### config.mk
export PLATFORM = sky130hd
export DESIGN_NAME = trace_core_emu
export DESIGN_NICKNAME = d
export VERILOG_FILES = /design/src/rtl/emu_pkg.sv /design/src/rtl/emu_fetch.sv /design/src/rtl/emu_nodebuf.sv /design/src/rtl/emu_arb.sv /design/src/rtl/trace_core_emu.sv
export SDC_FILE = /design/constraint.sdc
export NUM_CORES = 1
export LEC_CHECK = 0
export ABC_CLOCK_PERIOD_IN_PS = 7000
export BUFFER_PORTS_ARGS = -buffer_cell sky130_fd_sc_hd__buf_2
export CORE_MARGIN = 1
export CORE_UTILIZATION = 57
export DETAILED_ROUTE_END_ITERATION = 10
export PLACE_DENSITY = 0.89
export SYNTH_ARGS = -nofsm -noshare
export SYNTH_HDL_FRONTEND = slang
export SYNTH_HIERARCHICAL = 1
export SYNTH_SLANG_ARGS = --single-unit
### constraint.sdc
create_clock -name clk_i -period 7 [get_ports clk_i]
set_clock_uncertainty 0.2 [all_clocks]
set_input_delay 0.7 -clock clk_i [delete_from_list [all_inputs] [get_ports clk_i]]
set_output_delay 0.7 -clock clk_i [all_outputs]
set_load 0.01 [all_outputs]
### src/rtl/emu_pkg.sv
package emu_pkg;
  typedef enum logic [1:0] {
    REQ_INSTR = 2'd0,
    REQ_LOAD  = 2'd1,
    REQ_STORE = 2'd2
  } req_e;
endpackage

### src/rtl/emu_fetch.sv
module emu_fetch #(
  parameter int SIZE_W = 6,
  parameter int WT_W   = 6,
  parameter int CNT_W  = 3,
  parameter int PAR_W  = 3
) (
  input  logic              clk_i,
  input  logic              rst_ni,
  input  logic              node_valid_i,
  output logic              node_ready_o,
  input  logic [SIZE_W-1:0] node_size_i,
  input  logic [WT_W-1:0]   node_weight_i,
  input  logic [PAR_W-1:0]  node_parent_i,
  input  logic [CNT_W-1:0]  node_ninst_i,
  input  logic [CNT_W-1:0]  node_nload_i,
  input  logic [CNT_W-1:0]  node_nstore_i,
  input  logic              admit_i,
  input  logic              inst_gnt_i,
  input  logic              inst_rsp_i,
  output logic              inst_want_o,
  output logic              done_o,
  output logic [SIZE_W-1:0] size_o,
  output logic [WT_W-1:0]   weight_o,
  output logic [PAR_W-1:0]  parent_o,
  output logic [CNT_W-1:0]  nload_o,
  output logic [CNT_W-1:0]  nstore_o
);
  logic             f_vld, f_busy;
  logic [CNT_W-1:0] f_left;

  assign node_ready_o = !f_vld;
  assign inst_want_o  = f_vld && (f_left != '0) && !f_busy;
  assign done_o       = f_vld && (f_left == '0) && !f_busy;

  always_ff @(posedge clk_i or negedge rst_ni) begin
    if (!rst_ni) begin
      f_vld    <= 1'b0;
      f_busy   <= 1'b0;
      f_left   <= '0;
      size_o   <= '0;
      weight_o <= '0;
      parent_o <= '0;
      nload_o  <= '0;
      nstore_o <= '0;
    end else if (!f_vld) begin
      if (node_valid_i) begin
        f_vld    <= 1'b1;
        f_busy   <= 1'b0;
        f_left   <= node_ninst_i;
        size_o   <= node_size_i;
        weight_o <= node_weight_i;
        parent_o <= node_parent_i;
        nload_o  <= node_nload_i;
        nstore_o <= node_nstore_i;
      end
    end else begin
      if (admit_i) f_vld <= 1'b0;
      if (inst_gnt_i) begin
        f_left <= f_left - CNT_W'(1);
        f_busy <= 1'b1;
      end else if (inst_rsp_i) begin
        f_busy <= 1'b0;
      end
    end
  end
endmodule

### src/rtl/emu_nodebuf.sv
module emu_nodebuf import emu_pkg::*; #(
  parameter int NODES      = 8,
  parameter int ROB_UOPS   = 32,
  parameter int DATA_SLOTS = 4,
  parameter int SIZE_W     = 6,
  parameter int WT_W       = 6,
  parameter int CNT_W      = 3,
  parameter int PAR_W      = 3,
  localparam int IDX_W     = $clog2(NODES)
) (
  input  logic              clk_i,
  input  logic              rst_ni,
  input  logic              admit_i,
  input  logic [SIZE_W-1:0] adm_size_i,
  input  logic [WT_W-1:0]   adm_weight_i,
  input  logic [PAR_W-1:0]  adm_parent_i,
  input  logic [CNT_W-1:0]  adm_nload_i,
  input  logic [CNT_W-1:0]  adm_nstore_i,
  input  logic              ld_gnt_i,
  input  logic              st_gnt_i,
  input  logic              rsp_valid_i,
  input  logic [1:0]        rsp_type_i,
  input  logic [IDX_W-1:0]  rsp_node_i,
  output logic              ld_want_o,
  output logic [IDX_W-1:0]  ld_idx_o,
  output logic              st_want_o,
  output logic [IDX_W-1:0]  st_idx_o,
  output logic [IDX_W-1:0]  tail_o,
  output logic              can_admit_o,
  output logic              commit_o,
  output logic [SIZE_W-1:0] commit_size_o,
  output logic              busy_o
);
  localparam int DS_W  = $clog2(DATA_SLOTS + 1);
  localparam int UOP_W = $clog2(ROB_UOPS + (1 << SIZE_W) + 1);

  logic [IDX_W-1:0] sq_head, rob_head, tail;
  logic [IDX_W:0]   count;
  logic [UOP_W-1:0] rob_uops;
  logic [DS_W-1:0]  dout;

  logic [NODES-1:0] vld, com, lddone, alldone, parok, ldel;
  logic [SIZE_W-1:0] sz   [NODES];
  logic [WT_W-1:0]   wc   [NODES];
  logic [PAR_W-1:0]  par  [NODES];
  logic [CNT_W-1:0]  ldl  [NODES];
  logic [CNT_W-1:0]  ldo  [NODES];
  logic [CNT_W-1:0]  stl  [NODES];
  logic [CNT_W-1:0]  sto  [NODES];
  logic [IDX_W-1:0]  age  [NODES];
  logic [IDX_W-1:0]  pslot[NODES];

  logic data_ok, free_w, rsp_ld, rsp_st;

  assign data_ok = dout < DS_W'(DATA_SLOTS);
  assign rsp_ld  = rsp_valid_i && (rsp_type_i == REQ_LOAD);
  assign rsp_st  = rsp_valid_i && (rsp_type_i == REQ_STORE);

  always_comb begin
    for (int i = 0; i < NODES; i++) begin
      lddone[i]  = (ldl[i] == '0) && (ldo[i] == '0);
      alldone[i] = lddone[i] && (stl[i] == '0) && (sto[i] == '0);
    end
  end

  // parent older than the oldest held group has already drained
  always_comb begin
    for (int i = 0; i < NODES; i++) begin
      age[i]   = IDX_W'(i) - sq_head;
      pslot[i] = IDX_W'(i) - IDX_W'(par[i]);
      parok[i] = (par[i] == '0) || ((IDX_W+1)'(par[i]) > {1'b0, age[i]}) || alldone[pslot[i]];
      ldel[i]  = vld[i] && !com[i] && (ldl[i] != '0) && parok[i] && data_ok;
    end
  end

  always_comb begin
    ld_want_o = 1'b0;
    ld_idx_o  = rob_head;
    for (int k = 0; k < NODES; k++) begin
      if (!ld_want_o && ldel[rob_head + IDX_W'(k)]) begin
        ld_want_o = 1'b1;
        ld_idx_o  = rob_head + IDX_W'(k);
      end
    end
  end

  assign st_idx_o      = sq_head;
  assign st_want_o     = vld[sq_head] && com[sq_head] && (stl[sq_head] != '0) && data_ok;
  assign free_w        = vld[sq_head] && com[sq_head] && (stl[sq_head] == '0) && (sto[sq_head] == '0);
  assign commit_o      = vld[rob_head] && !com[rob_head] && lddone[rob_head] && (wc[rob_head] == '0);
  assign commit_size_o = sz[rob_head];
  assign tail_o        = tail;
  assign can_admit_o   = (count < (IDX_W+1)'(NODES)) && (rob_uops < UOP_W'(ROB_UOPS));
  assign busy_o        = (count != '0);

  always_ff @(posedge clk_i or negedge rst_ni) begin
    if (!rst_ni) begin
      vld <= '0;
      com <= '0;
      for (int i = 0; i < NODES; i++) begin
        sz[i]  <= '0;
        wc[i]  <= '0;
        par[i] <= '0;
        ldl[i] <= '0;
        ldo[i] <= '0;
        stl[i] <= '0;
        sto[i] <= '0;
      end
    end else begin
      for (int i = 0; i < NODES; i++) begin
        if (admit_i && (tail == IDX_W'(i))) begin
          vld[i] <= 1'b1;
          com[i] <= 1'b0;
          sz[i]  <= adm_size_i;
          wc[i]  <= adm_weight_i;
          par[i] <= adm_parent_i;
          ldl[i] <= adm_nload_i;
          ldo[i] <= '0;
          stl[i] <= adm_nstore_i;
          sto[i] <= '0;
        end else begin
          if (free_w && (sq_head == IDX_W'(i))) vld[i] <= 1'b0;
          if (commit_o && (rob_head == IDX_W'(i))) com[i] <= 1'b1;
          if (vld[i] && !com[i] && lddone[i] && (wc[i] != '0)) wc[i] <= wc[i] - WT_W'(1);
          ldl[i] <= ldl[i] - CNT_W'(ld_gnt_i && (ld_idx_o == IDX_W'(i)));
          ldo[i] <= ldo[i] + CNT_W'(ld_gnt_i && (ld_idx_o == IDX_W'(i)))
                           - CNT_W'(rsp_ld && (rsp_node_i == IDX_W'(i)));
          stl[i] <= stl[i] - CNT_W'(st_gnt_i && (sq_head == IDX_W'(i)));
          sto[i] <= sto[i] + CNT_W'(st_gnt_i && (sq_head == IDX_W'(i)))
                           - CNT_W'(rsp_st && (rsp_node_i == IDX_W'(i)));
        end
      end
    end
  end

  always_ff @(posedge clk_i or negedge rst_ni) begin
    if (!rst_ni) begin
      sq_head  <= '0;
      rob_head <= '0;
      tail     <= '0;
      count    <= '0;
      rob_uops <= '0;
      dout     <= '0;
    end else begin
      sq_head  <= sq_head + IDX_W'(free_w);
      rob_head <= rob_head + IDX_W'(commit_o);
      tail     <= tail + IDX_W'(admit_i);
      count    <= count + (IDX_W+1)'(admit_i) - (IDX_W+1)'(free_w);
      rob_uops <= rob_uops + (admit_i ? UOP_W'(adm_size_i) : '0)
                           - (commit_o ? UOP_W'(sz[rob_head]) : '0);
      dout     <= dout + DS_W'(ld_gnt_i || st_gnt_i) - DS_W'(rsp_ld || rsp_st);
    end
  end
endmodule

### src/rtl/emu_arb.sv
module emu_arb import emu_pkg::*; (
  input  logic ld_want_i,
  input  logic inst_want_i,
  input  logic st_want_i,
  output logic ld_gnt_o,
  output logic inst_gnt_o,
  output logic st_gnt_o,
  output logic valid_o,
  output req_e type_o
);
  assign ld_gnt_o   = ld_want_i;
  assign inst_gnt_o = inst_want_i && !ld_want_i;
  assign st_gnt_o   = st_want_i && !ld_want_i && !inst_want_i;
  assign valid_o    = ld_want_i || inst_want_i || st_want_i;

  always_comb begin
    if (ld_want_i)        type_o = REQ_LOAD;
    else if (inst_want_i) type_o = REQ_INSTR;
    else                  type_o = REQ_STORE;
  end
endmodule

### src/rtl/trace_core_emu.sv
module trace_core_emu import emu_pkg::*; #(
  parameter int NODES      = 8,
  parameter int ROB_UOPS   = 32,
  parameter int DATA_SLOTS = 4,
  parameter int SIZE_W     = 6,
  parameter int WT_W       = 6,
  parameter int CNT_W      = 3,
  parameter int PAR_W      = 3,
  parameter int CYC_W      = 32,
  localparam int IDX_W     = $clog2(NODES)
) (
  input  logic              clk_i,
  input  logic              rst_ni,
  input  logic              node_valid_i,
  output logic              node_ready_o,
  input  logic [SIZE_W-1:0] node_size_i,
  input  logic [WT_W-1:0]   node_weight_i,
  input  logic [PAR_W-1:0]  node_parent_i,
  input  logic [CNT_W-1:0]  node_ninst_i,
  input  logic [CNT_W-1:0]  node_nload_i,
  input  logic [CNT_W-1:0]  node_nstore_i,
  output logic              req_valid_o,
  output logic [1:0]        req_type_o,
  output logic [IDX_W-1:0]  req_node_o,
  input  logic              rsp_valid_i,
  input  logic [1:0]        rsp_type_i,
  input  logic [IDX_W-1:0]  rsp_node_i,
  output logic [CYC_W-1:0]  busy_cycles_o,
  output logic [CYC_W-1:0]  committed_uops_o
);
  logic              f_done, inst_want, admit;
  logic [SIZE_W-1:0] f_size;
  logic [WT_W-1:0]   f_wt;
  logic [PAR_W-1:0]  f_par;
  logic [CNT_W-1:0]  f_nl, f_ns;
  logic              ld_want, st_want, can_admit, commit, buf_busy;
  logic [IDX_W-1:0]  ld_idx, st_idx, tail;
  logic [SIZE_W-1:0] commit_size;
  logic              ld_gnt, inst_gnt, st_gnt;
  req_e              req_type;
  logic              inst_rsp;

  assign inst_rsp = rsp_valid_i && (rsp_type_i == REQ_INSTR);
  assign admit    = f_done && can_admit;

  emu_fetch #(.SIZE_W(SIZE_W), .WT_W(WT_W), .CNT_W(CNT_W), .PAR_W(PAR_W)) u_fetch (
    .clk_i, .rst_ni,
    .node_valid_i, .node_ready_o,
    .node_size_i, .node_weight_i, .node_parent_i,
    .node_ninst_i, .node_nload_i, .node_nstore_i,
    .admit_i(admit), .inst_gnt_i(inst_gnt), .inst_rsp_i(inst_rsp),
    .inst_want_o(inst_want), .done_o(f_done),
    .size_o(f_size), .weight_o(f_wt), .parent_o(f_par),
    .nload_o(f_nl), .nstore_o(f_ns)
  );

  emu_nodebuf #(
    .NODES(NODES), .ROB_UOPS(ROB_UOPS), .DATA_SLOTS(DATA_SLOTS),
    .SIZE_W(SIZE_W), .WT_W(WT_W), .CNT_W(CNT_W), .PAR_W(PAR_W)
  ) u_buf (
    .clk_i, .rst_ni,
    .admit_i(admit), .adm_size_i(f_size), .adm_weight_i(f_wt),
    .adm_parent_i(f_par), .adm_nload_i(f_nl), .adm_nstore_i(f_ns),
    .ld_gnt_i(ld_gnt), .st_gnt_i(st_gnt),
    .rsp_valid_i, .rsp_type_i, .rsp_node_i,
    .ld_want_o(ld_want), .ld_idx_o(ld_idx),
    .st_want_o(st_want), .st_idx_o(st_idx),
    .tail_o(tail), .can_admit_o(can_admit),
    .commit_o(commit), .commit_size_o(commit_size), .busy_o(buf_busy)
  );

  emu_arb u_arb (
    .ld_want_i(ld_want), .inst_want_i(inst_want), .st_want_i(st_want),
    .ld_gnt_o(ld_gnt), .inst_gnt_o(inst_gnt), .st_gnt_o(st_gnt),
    .valid_o(req_valid_o), .type_o(req_type)
  );

  assign req_type_o = req_type;
  assign req_node_o = ld_gnt ? ld_idx : (inst_gnt ? tail : st_idx);

  always_ff @(posedge clk_i or negedge rst_ni) begin
    if (!rst_ni) begin
      busy_cycles_o    <= '0;
      committed_uops_o <= '0;
    end else begin
      busy_cycles_o    <= busy_cycles_o + CYC_W'(!node_ready_o || buf_busy);
      committed_uops_o <= committed_uops_o + (commit ? CYC_W'(commit_size) : '0);
    end
  end
endmodule

==> results of run 1 <==
[cell type report]
type | count | area (µm²) | area share [%]
multi-input cells | 1624 | 11400 | 48.7
inverters | 176 | 661 | 2.82
repair buffers | 137 | 796 | 3.40
well taps | 468 | 586 | 2.50
clock inverters | 20 | 258 | 1.10
clock buffers | 50 | 1070 | 4.56
flip-flops and latches | 345 | 8630 | 36.9
[stage by stage]
stage	instances	hold WS (ns)	utilization, %	setup slack, ns
2_1_floorplan	2239	0.204	-	0.408
3_3_place_gp	2749	0.253	60.4	0.712
3_5_place_dp	2749	0.259	60.4	0.561
4_1_cts	2820	0.147	64.1	0.389
5_1_grt	2820	0.155	64.1	0.00396
6_report	2820	0.171	64.1	0.295
[power by group through the flow]
stage / registers [mW] / clock network (mW) / logic, mW
4_1_cts: 3.06 / 2.15 / 3.22
5_1_grt: 3.13 / 2.23 / 3.57
3_3_place_gp: 3.05 / 0 / 2.99
6_report: 3.09 / 2.13 / 3.28
2_1_floorplan: 2.81 / 0 / 2.37
3_5_place_dp: 3.08 / 0 / 3.16
[state kept, by name, indices dropped and copies added, names as in the netlist, 3 cells and up]
| register | count |
|---|---|
| u_buf/tail_o | 3 |
| u_fetch/parent_o | 3 |
| u_buf/stl | 24 |
| u_buf/st_idx_o | 3 |
| u_buf/dout | 3 |
| u_buf/rob_uops | 7 |
| u_fetch/weight_o | 6 |
| u_buf/count | 4 |
| u_buf/sto | 24 |
| u_fetch/nload_o | 3 |
| u_fetch/nstore_o | 3 |
| u_buf/wc | 48 |
| u_buf/vld | 8 |
| u_buf/com | 8 |
| u_buf/sz | 48 |
| u_fetch/f_left | 3 |
| u_buf/par | 24 |
| u_buf/rob_head | 3 |
| u_buf/ldl | 24 |
| u_buf/ldo | 24 |
| u_fetch/size_o | 6 |
| busy_cycles_o | 32 |
| committed_uops_o | 32 |
[metal layers]
layer  part of all wire, %  routed length (µm)  track usage, %
met5                     0                   0               0
met4                   4.9                2940            16.1
met3                   9.9                5970            7.74
met2                    46               28200            51.7
met1                    39               23500            41.0
[repair_timing]
action / CTS / global route
hold endpoints to repair: 71 / 0
hold buffers: 1 / 0
setup endpoints to repair: 0 / 4
gates resized for setup: 0 / 1
[critical path, delay by kind of cell (launching register included)]
family                     cells  cell delay, ns
buffers and inverters          4            0.61
DFF                            1            0.50
muxes                          2            0.58
AOI/OAI and AO/OA              5            1.37
and+or+nand+nor                4            1.37
adders and majority gates      3            0.81
[layout by cell type, fill, tap and decap left out, types with 7 or more instances in the layout]
master / netlist / routed
a2111oi_0: 7 / 7
a211oi_1: 8 / 8
a21o_1: 12 / 12
a21oi_1: 72 / 72
a31oi_1: 8 / 8
and2_1: 45 / 45
and3_1: 17 / 17
and4_1: 11 / 11
buf_2: 6 / 102
buf_4: 4 / 32
clkbuf_16: 0 / 39
clkinv_2: 0 / 10
dfrtp_1: 345 / 345
fa_1: 25 / 25
ha_1: 154 / 154
inv_1: 175 / 175
mux2_2: 36 / 36
mux2i_1: 10 / 10
mux4_2: 24 / 24
nand2_1: 353 / 353
nand2b_1: 21 / 21
nand3_1: 58 / 58
nand4_1: 30 / 30
nor2_1: 140 / 134
nor2b_1: 23 / 23
nor3_1: 69 / 67
nor3b_1: 7 / 7
nor4_1: 30 / 30
o211ai_1: 10 / 10
o21ai_0: 120 / 120
or3_1: 20 / 20
or4_1: 11 / 11
xnor2_1: 111 / 111
xor2_1: 55 / 55
[worst paths after layout]
path | startpoint | endpoint | slack, ns | depth (start not counted)
setup / recovery | u_buf/st_idx_o[0]$_DFF_PN0_ | req_node_o[0] | 0.29 | 18
hold / removal | node_parent_i[2] | u_fetch/parent_o[2]$_DFFE_PN0P_ | 0.17 | 2
setup reg to reg | u_buf/st_idx_o[0]$_DFF_PN0_ | u_buf/sto[5]$_DFF_PN0_ | 0.39 | 24
hold reg to reg | committed_uops_o[31]$_DFF_PN0_ | committed_uops_o[31]$_DFF_PN0_ | 0.26 | 1
max in group asynchronous | rst_ni | u_buf/count[3]$_DFF_PN0_ | 4.59 | 3
min in group asynchronous | rst_ni | committed_uops_o[16]$_DFF_PN0_ | 0.51 | 2
[logic make-up (layout without fill, tap and decap cells)]
| kind of cell | after synthesis | count (layout) |
|---|---|---|
| fa+ha+maj | 181 | 181 |
| compound gates | 335 | 335 |
| simple gates | 870 | 870 |
| buf+inv | 270 | 383 |
| flops | 345 | 345 |
| xor+xnor | 167 | 167 |
| mux | 71 | 71 |
==> out/qor.yml, run 1 <==
vias: 17700
slew_violations: 0
yosysMostFrequentCell: "nand2_1"
power.total_mw: 8.50
worstPathCellList: "inv_1 > ha_1 > ha_1 > inv_1 > ha_1 > a31oi_1 > a211o_1 > or4_1 > and3_1 > mux4_2 > a21oi_1 > o2111a_2 > nand4b_1 > buf_4 > and2b_2 > mux2i_1 > o21ai_0 > buf_2"
initial_utilization_pct: 57.7
internal_power_mw: 5.12
pwr-share-seq_pct: 36.3
crit_path_frequent_cell: "ha_1"
gp_congestion: 0.971
ant_nets: 0
die_w_um: 194
combPwrFrac_pct: 38.6
die_h_um: 194
cts_root_buf: "clkbuf_16"
viasPerCell: 6.26
grt_pass1_wl_um: 95000
routedWlPerCell_um: 21.5
grt_start_max_net_pins: 148
drt-total-wl_um: 60600
cts_tree: "done"
dr.first_iter.drc_count: 1689
synth_area_mm2: 0.0211
grt_pass1_vias: 17900
ys_dominant_reg_cell: "dfrtp_1"
power.switching_mw: 3.38
synth-edff-count: 0
final.period_utilization_pct: 95.8
yosys_warnings: 6
synthAdderAreaFrac_pct: 11.6
fmaxAchievable_ghz: 0.149
p_sw_share_pct: 39.8
synth_common_cells: "353 x nand2_1, 345 x dfrtp_1, 175 x inv_1"
yosys.area.top_type_share_pct: 41.0
worst_slew_pin_slew_ns: 1.24
required_ns: 6.10
critPathSlowestCell: "or4_1"
slew_headroom_pct: 15.0
synthMuxAreaShare_pct: 5.04
clk_latency_ns: 0.57
min-delay-path-class: "primary input to register"
die_area_mm2: 0.0377
crit_fanout: 13
cts_buffers: 39
cts_setup_buffers: 0
rsz0062_at_grt: "no"
finalHoldViolCount: 0
synth.distinct_cells: 101
clockBufferDepth: 3
synth_compound_area_share_pct: 10.3
outcome: "complete, no violations"
dp_hpwl_um: 42600
fin_crit_ns: 6.71
fill_cells: 2708
syn_inst: 2239
port_buffers: 103
cts.sinks: 345
max_stage_delay_ns: 0.56
clk_pin_slew_ns: 0.06
core_area_mm2: 0.0365
worstPathArrival_ns: 5.81
postLayoutCellArea_mm2: 0.0234
leakagePower_nw: 11.1
route.detailed.drc: 0
p_clk_share_pct: 25.1
ys_ff_latch: 345
gr-total-overflow: 0
netlist_top_cells_area: "dfrtp_1 41%, ha_1 9.1%, nand2_1 6.3%"
row_count: 70
synth_seq_area_share_pct: 41.0
antenna_found_initial: 0
ys_async_sr_fraction_pct: 100
fin_setup_tns_ns: 0
end_kind: "output port"
area_growth_pct: 11.2
ioPinCount: 104
syn_avg_cell_area_um2: 9.41
synth-simple-area-share_pct: 20.0
synth_area_leader_cell: "dfrtp_1"
synth_xor_area_share_pct: 6.98
setup_viol: 0
p_per_area_mw_per_mm2: 363
drive_gt1_share_pct: 13.1
synth_top_family_by_area: "simple AND/OR/NAND/NOR gates"
drt_first_pass_iters: 6
grt_use_total_pct: 32.3
peakVddDrop_mv: 0.323
diodes: 0
drv_cap: 0
htreeDepth: 2
nets: 2535
syn_nets: 2451
startpoint_type: "register"
placed_area_mm2: 0.0221
crit_type: "register to output port"
(Power assumes the default switching activity.)
==> run 2: changes to the inputs <==
--- a/config.mk
+++ b/config.mk
@@ -8,10 +8,9 @@
 export ABC_CLOCK_PERIOD_IN_PS = 7000
 export BUFFER_PORTS_ARGS = -buffer_cell sky130_fd_sc_hd__buf_2
 export CORE_MARGIN = 1
-export CORE_UTILIZATION = 57
+export CORE_UTILIZATION = 56
 export DETAILED_ROUTE_END_ITERATION = 10
-export PLACE_DENSITY = 0.89
+export PLACE_DENSITY = 0.88
 export SYNTH_ARGS = -nofsm -noshare
 export SYNTH_HDL_FRONTEND = slang
-export SYNTH_HIERARCHICAL = 1
 export SYNTH_SLANG_ARGS = --single-unit
==> out/qor.yml, run 2 <==
syn_inst: 2160  # -3.5%
worstPathArrival_ns: 5.72  # -0.09 ns
gr-max-usage-layer: "met2"
reg2reg_to: "u_buf.ldo[8]$_DFF_PN0_"
end_kind: "output port"
ys_async_sr_fraction_pct: 100  # unchanged
cts_tree: "done"
synth.distinct_cells: 97  # -4.0%
grt_pass1_vias: 16900  # -5.6%
syn_avg_cell_area_um2: 9.40  # about the same
r2r_slack_ns: 0.39  # about the same
grt_use_total_pct: 31.0  # -1.2 points
slew_violations: 0  # unchanged
cts_setup_buffers: 0  # unchanged
synth-edff-count: 0  # unchanged
reg2reg_from: "u_buf.st_idx_o[1]$_DFF_PN0_"
synth_common_cells: "361 x nand2_1, 345 x dfrtp_1, 192 x nor2_1"
yosys.area.top_type_share_pct: 42.5  # +1.5 points
worst_slew_pin_slew_ns: 1.30  # +0.0530 ns
top_regs: "u_buf.sz x48, u_buf.wc x48"
netlist_top_cells_area: "dfrtp_1 43%, ha_1 9.5%, nand2_1 6.7%"
grt_use_met3_pct: 6.44  # -1.3 points
drt_first_pass_iters: 10  # +4
fin_crit_ns: 6.62  # -0.0886 ns
ioPinCount: 104  # unchanged
cts_buffers: 37  # -5.1%
die_h_um: 192  # -0.93%
area_growth_pct: 11.3
ant_nets: 0  # unchanged
routedWlPerCell_um: 20.6  # -4.3%
clk_pin_slew_ns: 0.06  # about the same
grt_pass1_wl_um: 88700  # -6.7%
fin_ws_ns: 0.383  # +0.0886 ns
diodes: 0  # unchanged
row_count: 69  # -1.4%
peakVddDrop_mv: 0.276  # -15%
internal_power_mw: 5.23  # +2.2%
power.switching_mw: 3.56  # +5.1%
crit_start: "u_buf.st_idx_o[1]$_DFF_PN0_"
viasPerCell: 6.14  # -1.9%
reg2regPathDepth: 23  # -4.2%
ys_dominant_reg_cell: "dfrtp_1"
drive_gt1_share_pct: 12.5  # -0.53 points
pwr-share-seq_pct: 36.2  # about the same
gr-total-overflow: 0  # unchanged
die_w_um: 192  # -0.93%
p_per_area_mw_per_mm2: 389  # +7.1%
initial_utilization_pct: 56.9  # -0.72 points
violations: "DRC"
clockBufferDepth: 3  # unchanged
p_sw_share_pct: 40.5  # +0.66 points
leakagePower_nw: 11.1  # +0.38%
fin_cells: 2737  # -2.9%
dp_slack_ns: 0.384  # -0.177 ns
die_area_mm2: 0.0370  # -1.9%
min-delay-path-class: "primary input to async pin"
use_met2_pct: 49.4  # -2.3 points
crit_end: "req_node_o[0]"
ys_ff_latch: 345  # unchanged
final_cell_mix: "361 x nand2_1, 344 x dfrtp_1, 190 x nor2_1"
synth_area_leader_cell: "dfrtp_1"
final.period_utilization_pct: 94.5  # -1.3 points
grt_start_max_net_pins: 140  # -5.4%
antenna_found_initial: 1  # +1
outcome: "complete, but fails checks"
fin_setup_tns_ns: 0  # unchanged
syn_nets: 2372  # -3.2%
nets: 2461  # -2.9%
vias: 16800  # -4.8%
yosys_warnings: 0  # -6
postLayoutCellArea_mm2: 0.0226  # -3.5%
slew_headroom_pct: 13.3  # -1.7 points
drv_cap: 0  # unchanged
crit_fanout: 6  # -7
placed_area_mm2: 0.0214  # -3.1%
crit_type: "register to output port"
yosysMostFrequentCell: "nand2_1"
finalHoldViolCount: 0  # unchanged
fmaxAchievable_ghz: 0.151  # +1.3%
setup_viol: 0  # unchanged
rsz0062_at_grt: "no"
port_buffers: 103  # unchanged
p_clk_share_pct: 22.5  # -2.6 points
dr.first_iter.drc_count: 1969  # +17%
clk_latency_ns: 0.54  # -0.03 ns
final_common_cell: "nand2_1"
met1_usage_pct: 39.5  # -1.5 points
htreeDepth: 2  # unchanged
cts_root_buf: "clkbuf_16"
dp_cells: 2671  # -2.8%
dp_hpwl_um: 39400  # -7.6%
core_area_mm2: 0.0357  # -2.4%
synth_area_mm2: 0.0203  # -3.6%
required_ns: 6.10  # about the same
drt-total-wl_um: 56300  # -7.1%
startpoint_type: "register"
synth_seq_area_share_pct: 42.5  # +1.5 points
gp_congestion: 1.01  # +3.6%
route.detailed.drc: 2  # +2
combPwrFrac_pct: 41.3  # +2.7 points
cts.sinks: 345  # unchanged
run 2: cell count changes in the layout (fill, tap and decap cells not counted), sizes merged, moves of 11 or more:
cell,change
inv,+17
nor4,-15
or4,-11
mux2i,+11
or3,-11
a21oi,+44
and2,-32
nor2,+52
nand3,-14
nand2b,-11
o21ai,-49
mux2,-23
run 2: cells by family (layout without fill, tap and decap cells):
family | after synthesis | count (layout) | share of synthesized area, %
buffers and inverters | 279 | 395 | 5.29
muxes | 65 | 65 | 5.24
adders and majority gates | 181 | 181 | 12.1
and+or+nand+nor | 836 | 836 | 18.9
DFF | 345 | 345 | 42.5
xor gates and xnor gates | 167 | 167 | 7.20
AOI/OAI and AO/OA | 287 | 287 | 8.76
run 2: layout make-up:
type	instances	area, µm²
well taps	461	577
fillers	2617	13100
multi-input cells	1536	10700
clock inverters	14	136
clock buffers	52	1070
inverters	191	717
flip-flops and latches	345	8630
repair buffers	138	801
run 2: power by group through the flow:
stage               Clock, mW  Sequential (mW)  Combinational (mW)
finish                   1.98             3.18                3.63
CTS                      1.98             3.16                3.58
floorplan                   0             2.86                2.69
global route             2.06             3.23                3.99
global placement            0             3.14                3.32
detailed placement          0             3.18                3.50
run 2: metrics by stage:
| stage | util, % | total power, mW | hold slack [ns] |
|---|---|---|---|
| floorplan | - | 5.55 | 0.204 |
| global placement | 60.0 | 6.46 | 0.243 |
| detailed placement | 60.0 | 6.68 | 0.256 |
| CTS | 63.4 | 8.72 | 0.147 |
| global route | 63.4 | 9.29 | 0.154 |
| finish | 63.4 | 8.79 | 0.0991 |
run 2: timing repair:
item	in CTS	in global routing
setup endpoints to repair	0	1
hold endpoints to repair	0	0
hold buffers	0	0
resized for setup	0	1
run 2: layer usage:
layer  vias to the layer above  wire length [µm]
met5                         -                15
met1                      8163             21200
met3                       226              5890
met2                       963             26000
met4                         2              3170
li1                       7457                 -
run 2: worst min-delay path by stage:
stage / cells past startpoint / from / end / slack, ns
after floorplan: 0 / rst_ni / busy_cycles_o[0]$_DFF_PN0_ / 0.20
after global placement: 2 / u_buf.sz[16]$_DFFE_PN0P_ / u_buf.sz[16]$_DFFE_PN0P_ / 0.24
after detailed placement: 2 / u_buf.sz[4]$_DFFE_PN0P_ / u_buf.sz[4]$_DFFE_PN0P_ / 0.26
after global routing: 3 / node_weight_i[5] / u_fetch.weight_o[5]$_DFFE_PN0P_ / 0.15
final: 1 / rst_ni / u_buf.stl[18]$_DFF_PN0_ / 0.1
after CTS: 3 / node_nstore_i[2] / u_fetch.nstore_o[2]$_DFFE_PN0P_ / 0.15
run 2: worst max-delay path, cell delays in order, from the launching register on:
cell       delay, ns
dfrtp_1         0.35
inv_1           0.13
ha_1            0.24
ha_1            0.32
inv_1           0.05
ha_1            0.33
nor4bb_1        0.15
a311oi_1        0.32
nand2_1         0.10
nor4_1          0.43
nor2_1          0.15
mux4_2          0.52
and2_4          0.20
a2111oi_2       0.58
and4b_1         0.48
a22oi_4         0.13
xnor2_1         0.35
o21ai_1         0.18
buf_2           0.18
